--- config.mk ---
export PLATFORM = sky130hd
export DESIGN_NAME = rsp_ring_ctrl
export DESIGN_NICKNAME = d
export VERILOG_FILES = /design/src/rtl/rsp_ring_pkg.sv /design/src/rtl/rsp_fifo.sv /design/src/rtl/rsp_ring_wr.sv /design/src/rtl/rsp_status.sv /design/src/rtl/rsp_ring_ctrl.sv
export SDC_FILE = /design/constraint.sdc
export NUM_CORES = 1
export LEC_CHECK = 0
export ABC_AREA = 1
export BUFFER_PORTS_ARGS = -buffer_cell sky130_fd_sc_hd__buf_2
export CAP_MARGIN = 25
export CORE_ASPECT_RATIO = 0.8
export CORE_MARGIN = 4
export CORE_UTILIZATION = 45
export CTS_CLUSTER_DIAMETER = 100
export DETAILED_ROUTE_END_ITERATION = 10
export GPL_ROUTABILITY_DRIVEN = 0
export GPL_TIMING_DRIVEN = 1
export SYNTH_ARGS = -nofsm -noshare
export SYNTH_HDL_FRONTEND = slang
export SYNTH_SLANG_ARGS = --single-unit
--- constraint.sdc ---
create_clock -name clk -period 5.2 [get_ports clk]
set_clock_uncertainty 0.1 [all_clocks]
set_input_delay 0.26 -clock clk [delete_from_list [all_inputs] [get_ports clk]]
set_output_delay 0.26 -clock clk [all_outputs]
set_load 0.01 [all_outputs]
--- src/rtl/rsp_ring_pkg.sv ---
package rsp_ring_pkg;
    localparam logic [7:0] SIZE_DESC = 8'h42;

    typedef enum logic [1:0] {
        RA_STATUS = 2'd0,
        RA_SIZE   = 2'd1,
        RA_CTRL   = 2'd2,
        RA_THRESH = 2'd3
    } reg_addr_e;

    localparam int FLAG_RSP    = 0;
    localparam int FLAG_OVR    = 2;
    localparam int CTRL_PTRCLR = 7;
endpackage

--- src/rtl/rsp_fifo.sv ---
module rsp_fifo #(
    parameter int NUM_IN = 3,
    parameter int DW     = 64,
    parameter int DEPTH  = 4
) (
    input  logic                 clk,
    input  logic                 rst_n,
    input  logic                 push_stb,
    input  logic [NUM_IN-1:0]    push_vld,
    input  logic [NUM_IN*DW-1:0] push_data,
    input  logic                 pop,
    output logic                 head_vld,
    output logic [DW-1:0]        head_data,
    output logic                 drop
);
    localparam int AW = (DEPTH > 1) ? $clog2(DEPTH) : 1;
    localparam int CW = $clog2(DEPTH + 1);

    typedef struct packed {
        logic [DEPTH-1:0][DW-1:0] mem;
        logic [AW-1:0]            wr_ptr;
        logic [AW-1:0]            rd_ptr;
        logic [CW-1:0]            count;
    } fifo_st_t;

    fifo_st_t s_d, s_q;

    function automatic logic [AW-1:0] ptr_inc(input logic [AW-1:0] p);
        return (p == AW'(DEPTH - 1)) ? '0 : p + 1'b1;
    endfunction

    always_comb begin
        int room;
        int n_push;
        logic [AW-1:0] wp;
        s_d    = s_q;
        drop   = 1'b0;
        room   = DEPTH - 32'(s_q.count);
        n_push = 0;
        wp     = s_q.wr_ptr;
        if (pop) begin
            s_d.rd_ptr = ptr_inc(s_q.rd_ptr);
        end
        if (push_stb) begin
            for (int i = 0; i < NUM_IN; i++) begin
                if (push_vld[i]) begin
                    if (n_push < room) begin
                        s_d.mem[wp] = push_data[i*DW +: DW];
                        wp          = ptr_inc(wp);
                        n_push      = n_push + 1;
                    end else begin
                        drop = 1'b1;
                    end
                end
            end
        end
        s_d.wr_ptr = wp;
        s_d.count  = CW'(32'(s_q.count) + n_push - (pop ? 1 : 0));
    end

    always_ff @(posedge clk or negedge rst_n) begin
        if (!rst_n) begin
            s_q <= '0;
        end else begin
            s_q <= s_d;
        end
    end

    assign head_vld  = (s_q.count != '0);
    assign head_data = s_q.mem[s_q.rd_ptr];

    a_r5_fifo_bound: assert property (@(posedge clk) disable iff (!rst_n)
        32'(s_q.count) <= DEPTH);

    a_r5_drop_leaves_full: assert property (@(posedge clk) disable iff (!rst_n)
        drop |=> (32'(s_q.count) >= DEPTH - 1));

    a_r2_head_hold: assert property (@(posedge clk) disable iff (!rst_n)
        (head_vld && !pop) |=> (head_vld && $stable(head_data)));
endmodule

--- src/rtl/rsp_ring_wr.sv ---
module rsp_ring_wr #(
    parameter int RING_AW = 8
) (
    input  logic               clk,
    input  logic               rst_n,
    input  logic               beat,
    input  logic               ptr_clr,
    output logic [RING_AW-1:0] waddr
);
    typedef struct packed {
        logic [RING_AW-1:0] ptr;
    } ring_st_t;

    ring_st_t s_d, s_q;

    always_comb begin
        s_d = s_q;
        if (ptr_clr) begin
            s_d.ptr = '0;
        end else if (beat) begin
            s_d.ptr = s_q.ptr + 1'b1;
        end
    end

    always_ff @(posedge clk or negedge rst_n) begin
        if (!rst_n) begin
            s_q <= '0;
        end else begin
            s_q <= s_d;
        end
    end

    assign waddr = s_q.ptr;

    a_r3_ptr_step: assert property (@(posedge clk) disable iff (!rst_n)
        (beat && !ptr_clr) |=> (waddr == $past(waddr) + 1'b1));

    a_r4_ptr_clear: assert property (@(posedge clk) disable iff (!rst_n)
        ptr_clr |=> (waddr == '0));

    a_r2_addr_hold: assert property (@(posedge clk) disable iff (!rst_n)
        (!beat && !ptr_clr) |=> $stable(waddr));
endmodule

--- src/rtl/rsp_status.sv ---
module rsp_status
    import rsp_ring_pkg::*;
(
    input  logic       clk,
    input  logic       rst_n,
    input  logic       beat,
    input  logic       frm_stb,
    input  logic       any_slot,
    input  logic       drop,
    input  logic       reg_we,
    input  logic [1:0] reg_addr,
    input  logic [7:0] reg_wdata,
    output logic [7:0] status_byte,
    output logic [7:0] ctrl_byte,
    output logic [7:0] thresh_byte,
    output logic       ptr_clr,
    output logic       irq
);
    typedef struct packed {
        logic       rsp;
        logic       ovr;
        logic       en_rsp;
        logic       en_ovr;
        logic [7:0] thresh;
        logic [8:0] cnt;
        logic       armed;
    } st_t;

    st_t  s_d, s_q;
    logic wr_status, clr_rsp, clr_ovr, set_rsp, hit_cnt, hit_empty;
    logic [8:0] n_eff;

    always_comb begin
        s_d       = s_q;
        wr_status = reg_we && (reg_addr == RA_STATUS);
        clr_rsp   = wr_status && reg_wdata[FLAG_RSP];
        clr_ovr   = wr_status && reg_wdata[FLAG_OVR];
        ptr_clr   = reg_we && (reg_addr == RA_CTRL) && reg_wdata[CTRL_PTRCLR];
        n_eff     = (s_q.thresh == 8'd0) ? 9'd256 : {1'b0, s_q.thresh};
        hit_cnt   = beat && ((s_q.cnt + 9'd1) == n_eff);
        hit_empty = frm_stb && !any_slot && s_q.armed;
        set_rsp   = hit_cnt || hit_empty;

        if (clr_rsp) begin
            s_d.cnt = '0;
        end else if (beat && (s_q.cnt != 9'd256)) begin
            s_d.cnt = s_q.cnt + 9'd1;
        end

        if (frm_stb) begin
            s_d.armed = beat;
        end else if (beat) begin
            s_d.armed = 1'b1;
        end

        s_d.rsp = set_rsp || (s_q.rsp && !clr_rsp);
        s_d.ovr = drop || (s_q.ovr && !clr_ovr);

        if (reg_we && (reg_addr == RA_CTRL)) begin
            s_d.en_rsp = reg_wdata[FLAG_RSP];
            s_d.en_ovr = reg_wdata[FLAG_OVR];
        end
        if (reg_we && (reg_addr == RA_THRESH)) begin
            s_d.thresh = reg_wdata;
        end
    end

    always_ff @(posedge clk or negedge rst_n) begin
        if (!rst_n) begin
            s_q <= '0;
        end else begin
            s_q <= s_d;
        end
    end

    assign status_byte = {5'b0, s_q.ovr, 1'b0, s_q.rsp};
    assign ctrl_byte   = {5'b0, s_q.en_ovr, 1'b0, s_q.en_rsp};
    assign thresh_byte = s_q.thresh;
    assign irq         = (s_q.rsp && s_q.en_rsp) || (s_q.ovr && s_q.en_ovr);

    a_r10_rsp_set_wins: assert property (@(posedge clk) disable iff (!rst_n)
        set_rsp |=> status_byte[FLAG_RSP]);

    a_r5_ovr_flagged: assert property (@(posedge clk) disable iff (!rst_n)
        drop |=> status_byte[FLAG_OVR]);

    a_r11_count_restart: assert property (@(posedge clk) disable iff (!rst_n)
        clr_rsp |=> (s_q.cnt == '0));

    a_r9_no_spurious_set: assert property (@(posedge clk) disable iff (!rst_n)
        (!drop && !status_byte[FLAG_OVR]) |=> !status_byte[FLAG_OVR]);
endmodule

--- src/rtl/rsp_ring_ctrl.sv ---
module rsp_ring_ctrl
    import rsp_ring_pkg::*;
#(
    parameter int NUM_IN  = 3,
    parameter int DW      = 64,
    parameter int DEPTH   = 4,
    parameter int RING_AW = 8
) (
    input  logic                 clk,
    input  logic                 rst_n,
    input  logic                 frm_stb,
    input  logic [NUM_IN-1:0]    slot_vld,
    input  logic [NUM_IN*DW-1:0] slot_data,
    output logic                 mem_wvalid,
    input  logic                 mem_wready,
    output logic [RING_AW-1:0]   mem_waddr,
    output logic [DW-1:0]        mem_wdata,
    input  logic                 reg_we,
    input  logic [1:0]           reg_addr,
    input  logic [7:0]           reg_wdata,
    output logic [7:0]           reg_rdata,
    output logic [7:0]           status,
    output logic                 irq
);
    logic       beat, drop, ptr_clr;
    logic [7:0] ctrl_byte, thresh_byte;

    assign beat = mem_wvalid && mem_wready;

    rsp_fifo #(.NUM_IN(NUM_IN), .DW(DW), .DEPTH(DEPTH)) u_fifo (
        .clk       (clk),
        .rst_n     (rst_n),
        .push_stb  (frm_stb),
        .push_vld  (slot_vld),
        .push_data (slot_data),
        .pop       (beat),
        .head_vld  (mem_wvalid),
        .head_data (mem_wdata),
        .drop      (drop)
    );

    rsp_ring_wr #(.RING_AW(RING_AW)) u_ring (
        .clk     (clk),
        .rst_n   (rst_n),
        .beat    (beat),
        .ptr_clr (ptr_clr),
        .waddr   (mem_waddr)
    );

    rsp_status u_stat (
        .clk         (clk),
        .rst_n       (rst_n),
        .beat        (beat),
        .frm_stb     (frm_stb),
        .any_slot    (|slot_vld),
        .drop        (drop),
        .reg_we      (reg_we),
        .reg_addr    (reg_addr),
        .reg_wdata   (reg_wdata),
        .status_byte (status),
        .ctrl_byte   (ctrl_byte),
        .thresh_byte (thresh_byte),
        .ptr_clr     (ptr_clr),
        .irq         (irq)
    );

    always_comb begin
        case (reg_addr)
            RA_STATUS: reg_rdata = status;
            RA_SIZE:   reg_rdata = SIZE_DESC;
            RA_CTRL:   reg_rdata = ctrl_byte;
            default:   reg_rdata = thresh_byte;
        endcase
    end

    a_r2_wvalid_hold: assert property (@(posedge clk) disable iff (!rst_n)
        (mem_wvalid && !mem_wready) |=> (mem_wvalid && $stable(mem_wdata)));

    a_r8_irq_needs_flag: assert property (@(posedge clk) disable iff (!rst_n)
        irq |-> (status[FLAG_RSP] || status[FLAG_OVR]));
endmodule

Word level (Yosys, flattened, before mapping)
Index checks and enable logic that the tools add are counted.

word-level totals
  register bits = 293
  bits of input ports = 210
  output and inout bits = 90
  word-level logic and storage cells = 133

cells by class
  add/subtract/negate cells = 11
  $lt $le $gt $ge = 10
  equality and inequality tests = 9
  mux-type cells = 56
  reduce and logical (&&, ||, !) cells = 32

operators by type and width
  operator                                             number
  two-way mux 256 bit                                  8
  bitwise mux 256 bit                                  3
  demux 64 bit (select 2 bit)                          3
  two-way mux 64 bit                                   4
  two-way mux 32 bit                                   5
  binary-select mux 64 bit (select 2 bit)              1
  < comparator 32 x 4 -> 1 bit                         2
  adder 32 x 2 -> 32 bit, second input constant        1
  two-way mux 9 bit                                    3
  two-way mux 2 bit                                    12
  one-hot mux 8 bit (3 select lines)                   1
  logical AND 1 bit                                    18
  two-way mux 8 bit                                    2
  == test 2 bit, second input constant                 6
  < comparator 2 x 3 -> 1 bit, second input constant   4
  two-way mux 1 bit                                    11
  adder 9 x 1 -> 9 bit, second input constant          1
  == test 9 bit                                        1
  two-way mux 3 bit                                    3
  != test 9 bit, second input constant                 1
  adder 2 x 1 -> 2 bit, second input constant          4
  adder 8 x 1 -> 8 bit, second input constant          1
  logical NOT 8 bit                                    1
  >= comparator 2 x 1 -> 1 bit, second input constant  3
  other kinds (12)                                     19

Logic depth before layout (Yosys ltp)
  word-level depth = 17
  mapped depth = 28
  gate-level depth less buffers = 25

Cells and area by module
A second synthesis with hierarchy kept.

second synthesis, totals
  cell total of the unflattened synthesis = 4,311
  area total of the unflattened synthesis = 25,273.0 um^2

modules (own cells, without submodules)
  module         instances  cells an instance  area an instance (um^2)  seq. area each (um^2)
  rsp_fifo       1          3,991              23,044.6                 6,581.3
  rsp_status     1          210                1,500.2                  550.5
  rsp_ring_wr    1          60                 473.0                    200.2
  rsp_ring_ctrl  1          50                 255.2                    0.0

Least setup slack after synthesis
No wires, ideal clock.

  kind = register to register
  start point = reg u_fifo.s_q[0] (netlist bit)
  end point = reg u_fifo.s_q[2] (netlist bit)
  library setup time = 123 ps
  arrival = 4,032 ps
  required time = 4,977 ps
  path slack = 945 ps
  cell stages (with the launch flop) = 27
  path buffers = 3
  clock period less this slack = 4,255 ps
  cells stage by stage = dfrtp_1 > inv_1 > ha_1 > ha_1 > nand2_1 > nand3_1 > nand2_1 > a21oi_4 > clkbuf_1 > ha_1 > nand2_1 > nand3_1 > nand2_1 > nand2_2 > nor2_4 > buf_4 > buf_2 > nand2_1 > nand2_1 > nand3_1 > ha_1 > fa_1 > xor2_1 > xor2_1 > inv_1 > nand4_1 > nand2_1

RTL lines
  element                 line            text
  from (decl)             rsp_fifo.sv:26  fifo_st_t s_d, s_q;
  from (signal assigned)  rsp_fifo.sv:63  s_q <= '0;
  from (signal assigned)  rsp_fifo.sv:65  s_q <= s_d;

Worst setup path after layout
  start point = reg u_fifo.s_q[0] (netlist bit)
  end point = reg u_fifo.s_q[178] (netlist bit)

on the way
  cells in the longest elaborated chain, start to end = 17
  elaborated cells between the ends (all ways) = 40
  those cells by class = add/sub (3); order compare (7); eq/ne (1); mux (27); reduce/logical (2)

ends and longest elaborated chain
  element                                                                          line            text
  subtractor 3 x 3 -> 4 bit (*)                                                    rsp_fifo.sv:38  room = DEPTH - 32'(s_q.count);
  parallel branches: the longest is 15 deep, another holds adder 32 x 2 -> 32 bit  -
  two-way mux 256 bit (*)                                                          rsp_fifo.sv:46  if (push_vld[i]) begin

Every way passes the cells marked *. The select of a mux whose other input is x is not followed.
A chain may end at the register's enable or synchronous reset.

==> flow_summary.json <==
{
  "crit_start": "u_fifo.s_q[0]$_DFF_PN0_",
  "core_area_sq_um": 54300,
  "place_ws_ns": 0.4914,
  "cts.sinks": 293,
  "r2r_start": "u_fifo.s_q[0]$_DFF_PN0_",
  "grt_pass1_vias": 26160,
  "outcome": "finished, final reports clean",
  "overflow": 0,
  "die_h_microns": 218.4,
  "ys_ff_latch": 293,
  "rr_endpoint": "u_fifo.s_q[178]$_DFFE_PN0P_",
  "rr_worst_depth": 18,
  "cts-resized-gates": 0,
  "drtPass1Iterations": 6,
  "fin_crit_sh_pct": 92.28,
  "cts_inserted_buffers": 37,
  "boundaryPins": 300,
  "ant_nets": 0,
  "cts_buffer_depth": 3,
  "synthCells": 4216,
  "crit_fanout": 35,
  "yosysWarnings": 0,
  "dieArea_sq_um": 59160,
  "leakagePower_uw": 0.01603,
  "powerDensity_nw_per_um2": 740.2,
  "ff2ff_setup_slack_ns": 0.40,
  "relSlewSlack_pct": 22.21,
  "drv_cap": 0,
  "nNetsFinal": 4520,
  "setup-violations-final": 0,
  "dp_hpwl_mm": 55.74,
  "power.total_uw": 20680,
  "finish.utilization_pct": 51.46,
  "endpoint": "u_fifo.s_q[178]$_DFFE_PN0P_",
  "drt_iter0_markers": 3272,
  "grt_pass1_wl_mm": 155.7,
  "portBuffers": 293,
  "routed_wl_mm": 101.0,
  "max_clock_freq_ghz": 0.2084,
  "avgViaCountPerCell": 5.658,
  "crit_arrival_ns": 5.14,
  "maxSlewViolCount": 0,
  "path_clk_slew_ns": 0.06,
  "peakVddDrop_v": 0.0008906,
  "final_cell_mix": "nand2_1 (1,670), nand3_1 (534), inv_1 (441)",
  "start_util_pct": 45.84,
  "drive_above_1_share_pct": 10.13,
  "ys_types": 38,
  "h-tree-depth": 2,
  "rows": 76,
  "wl_per_cell_microns": 20.00,
  "min_path_type": "in -> reg",
  "syn_avg_cell_area_sq_um": 5.903,
  "antenna_found_initial": 3,
  "die_w_microns": 270.9,
  "cts_tree": "done",
  "fin_ws_ns": 0.4015,
  "syn_to_final_growth_pct": 12.26,
  "hold_violations": 0,
  "drcViolationCount": 0,
  "worstSkewPairLatency_ns": 0.56,
  "max_slew.worst_pin.slew_ns": 1.167,
  "vias": 28570,
  "netlist_area_sq_um": 24890,
  "final_common_cell": "nand2_1",
  "cp-end-kind": "register",
  "clockRootBuffer": "clkbuf_16",
  "crit_type": "reg -> reg",
  "grt_max_degree": 218,
  "seq_area_frac_synth_pct": 29.46,
  "cp.required_ns": 5.54,
  "grt.total_usage_pct": 32.95,
  "setup_tns_ns": 0,
  "rsz0062_at_grt": "no",
  "cp-start-kind": "register",
  "period_minus_slack_ns": 4.798
}
[registers in the layout, summed over array words and instances (netlist names)]
signal and flops:
u_stat.ctrl_byte 2, u_stat.thresh_byte 8, u_fifo.s_q 263, u_stat.status_byte 2
u_stat.s_q 10, u_ring.waddr 8
[kinds of logic (layout without fill, tap and decap cells)]
kind of cell	Yosys count	count (layout)	synth area share, %
compound gates	566	566	11.55
xor+xnor	9	9	0.3167
flops	293	293	29.46
simple gates	2521	2521	43.85
fa+ha+maj	24	24	1.237
other cells	1	8	0.01507
buf+inv	802	887	13.58
[report_power, final]
part	leakage (uW)	switching, uW	total [uW]	internal, uW
Sequential	0.00361	868	4250	3380
Combinational	0.0118	9600	13800	4200
Clock	0.000581	1110	2630	1520
Total	0.0160	11600	20700	9110
[stage by stage]
step | hold slack, ns | area, sq um | instances
after floorplan | -0.1356 | 24910 | 4221
after global placement | 0.2112 | 26300 | 4947
after detailed placement | 0.2193 | 26350 | 4949
after CTS | 0.0003238 | 27880 | 5045
after global routing | 0.04303 | 27940 | 5049
final | 0.01686 | 27940 | 5049
[synth_stat cells]
cell type / count / share of area (%)
nand2_8: 3 / 0.24
nand4_2: 4 / 0.20
a21oi_1: 204 / 4.1
buf_8: 1 / 0.060
nor2_1: 28 / 0.42
xor2_1: 7 / 0.25
conb_1: 1 / 0.015
buf_1: 7 / 0.11
nand3_1: 534 / 11
fa_1: 1 / 0.080
inv_2: 2 / 0.030
or2_2: 2 / 0.050
and2_1: 1 / 0.025
inv_1: 443 / 6.7
nand2_2: 4 / 0.10
buf_6: 25 / 1.1
nor2_2: 1 / 0.025
nor2_4: 2 / 0.090
a22oi_1: 1 / 0.030
a31oi_1: 2 / 0.050
o21ai_1: 1 / 0.020
nand4_1: 261 / 6.6
nor4_1: 1 / 0.025
o211ai_1: 1 / 0.030
o22ai_1: 9 / 0.23
buf_2: 91 / 1.8
buf_4: 15 / 0.45
ha_1: 23 / 1.2
a22o_1: 1 / 0.035
o21ai_0: 344 / 6.9
clkbuf_1: 218 / 3.3
xnor2_1: 2 / 0.070
nand2_1: 1674 / 25
dfrtp_1: 293 / 29
nor3_1: 6 / 0.12
a32oi_1: 1 / 0.035
o21ai_2: 1 / 0.035
a21oi_4: 1 / 0.065
[repair_timing]
item	CTS	global route
hold endpoints to repair	167	0
hold buffers	37	0
setup buffers	0	0
[routing by layer]
layer / global-route usage, % / vias to the layer above / share of wire [%]
li1: - / 13750 / -
met1: 46.61 / 13120 / 43
met2: 52.21 / 1524 / 44
met3: 5.181 / 179 / 9.7
met4: 9.859 / 2 / 2.8
met5: 0 / - / 0.012
[critical path, cell delays in order, from the launching register on]
cell	delay [ns]
dfrtp_1	0.39
inv_1	0.11
ha_1	0.21
ha_1	0.30
nand2_1	0.09
nand3_1	0.14
inv_2	0.13
o21ai_0	0.75
inv_1	0.27
ha_4	0.34
inv_1	0.03
nand2_1	0.05
o21ai_1	0.19
inv_1	0.26
ha_4	0.35
buf_4	0.59
nand3_1	0.16
nand3_1	0.15
nand2_1	0.06
[layout make-up]
cell class                 count  area, sq um
antenna                        2        5.005
clock buffer                  50         1065
clock inverter                 9        95.09
fill                        5810        26360
inverter                     445         1685
multi-input combinational   3126        14370
sequential                   293         7336
tap                          741        927.1
timing repair buffer         383         2461
[how the worst min path moves through the flow]
| stage | startpoint | end | slack [ns] | cells past startpoint |
|---|---|---|---|---|
| floorplan | rst_n | u_fifo.s_q[0]$_DFF_PN0_ | -0.14 | 0 |
| global placement | rst_n | u_fifo.s_q[149]$_DFFE_PN0P_ | 0.21 | 1 |
| detailed placement | rst_n | u_fifo.s_q[21]$_DFFE_PN0P_ | 0.22 | 1 |
| CTS | slot_data[169] | u_fifo.s_q[176]$_DFFE_PN0P_ | 0.0003 | 5 |
| global route | slot_data[169] | u_fifo.s_q[112]$_DFFE_PN0P_ | 0.04 | 5 |
| finish | slot_data[187] | u_fifo.s_q[130]$_DFFE_PN0P_ | 0.02 | 5 |
Note: power is estimated with default switching activity, not from simulation.
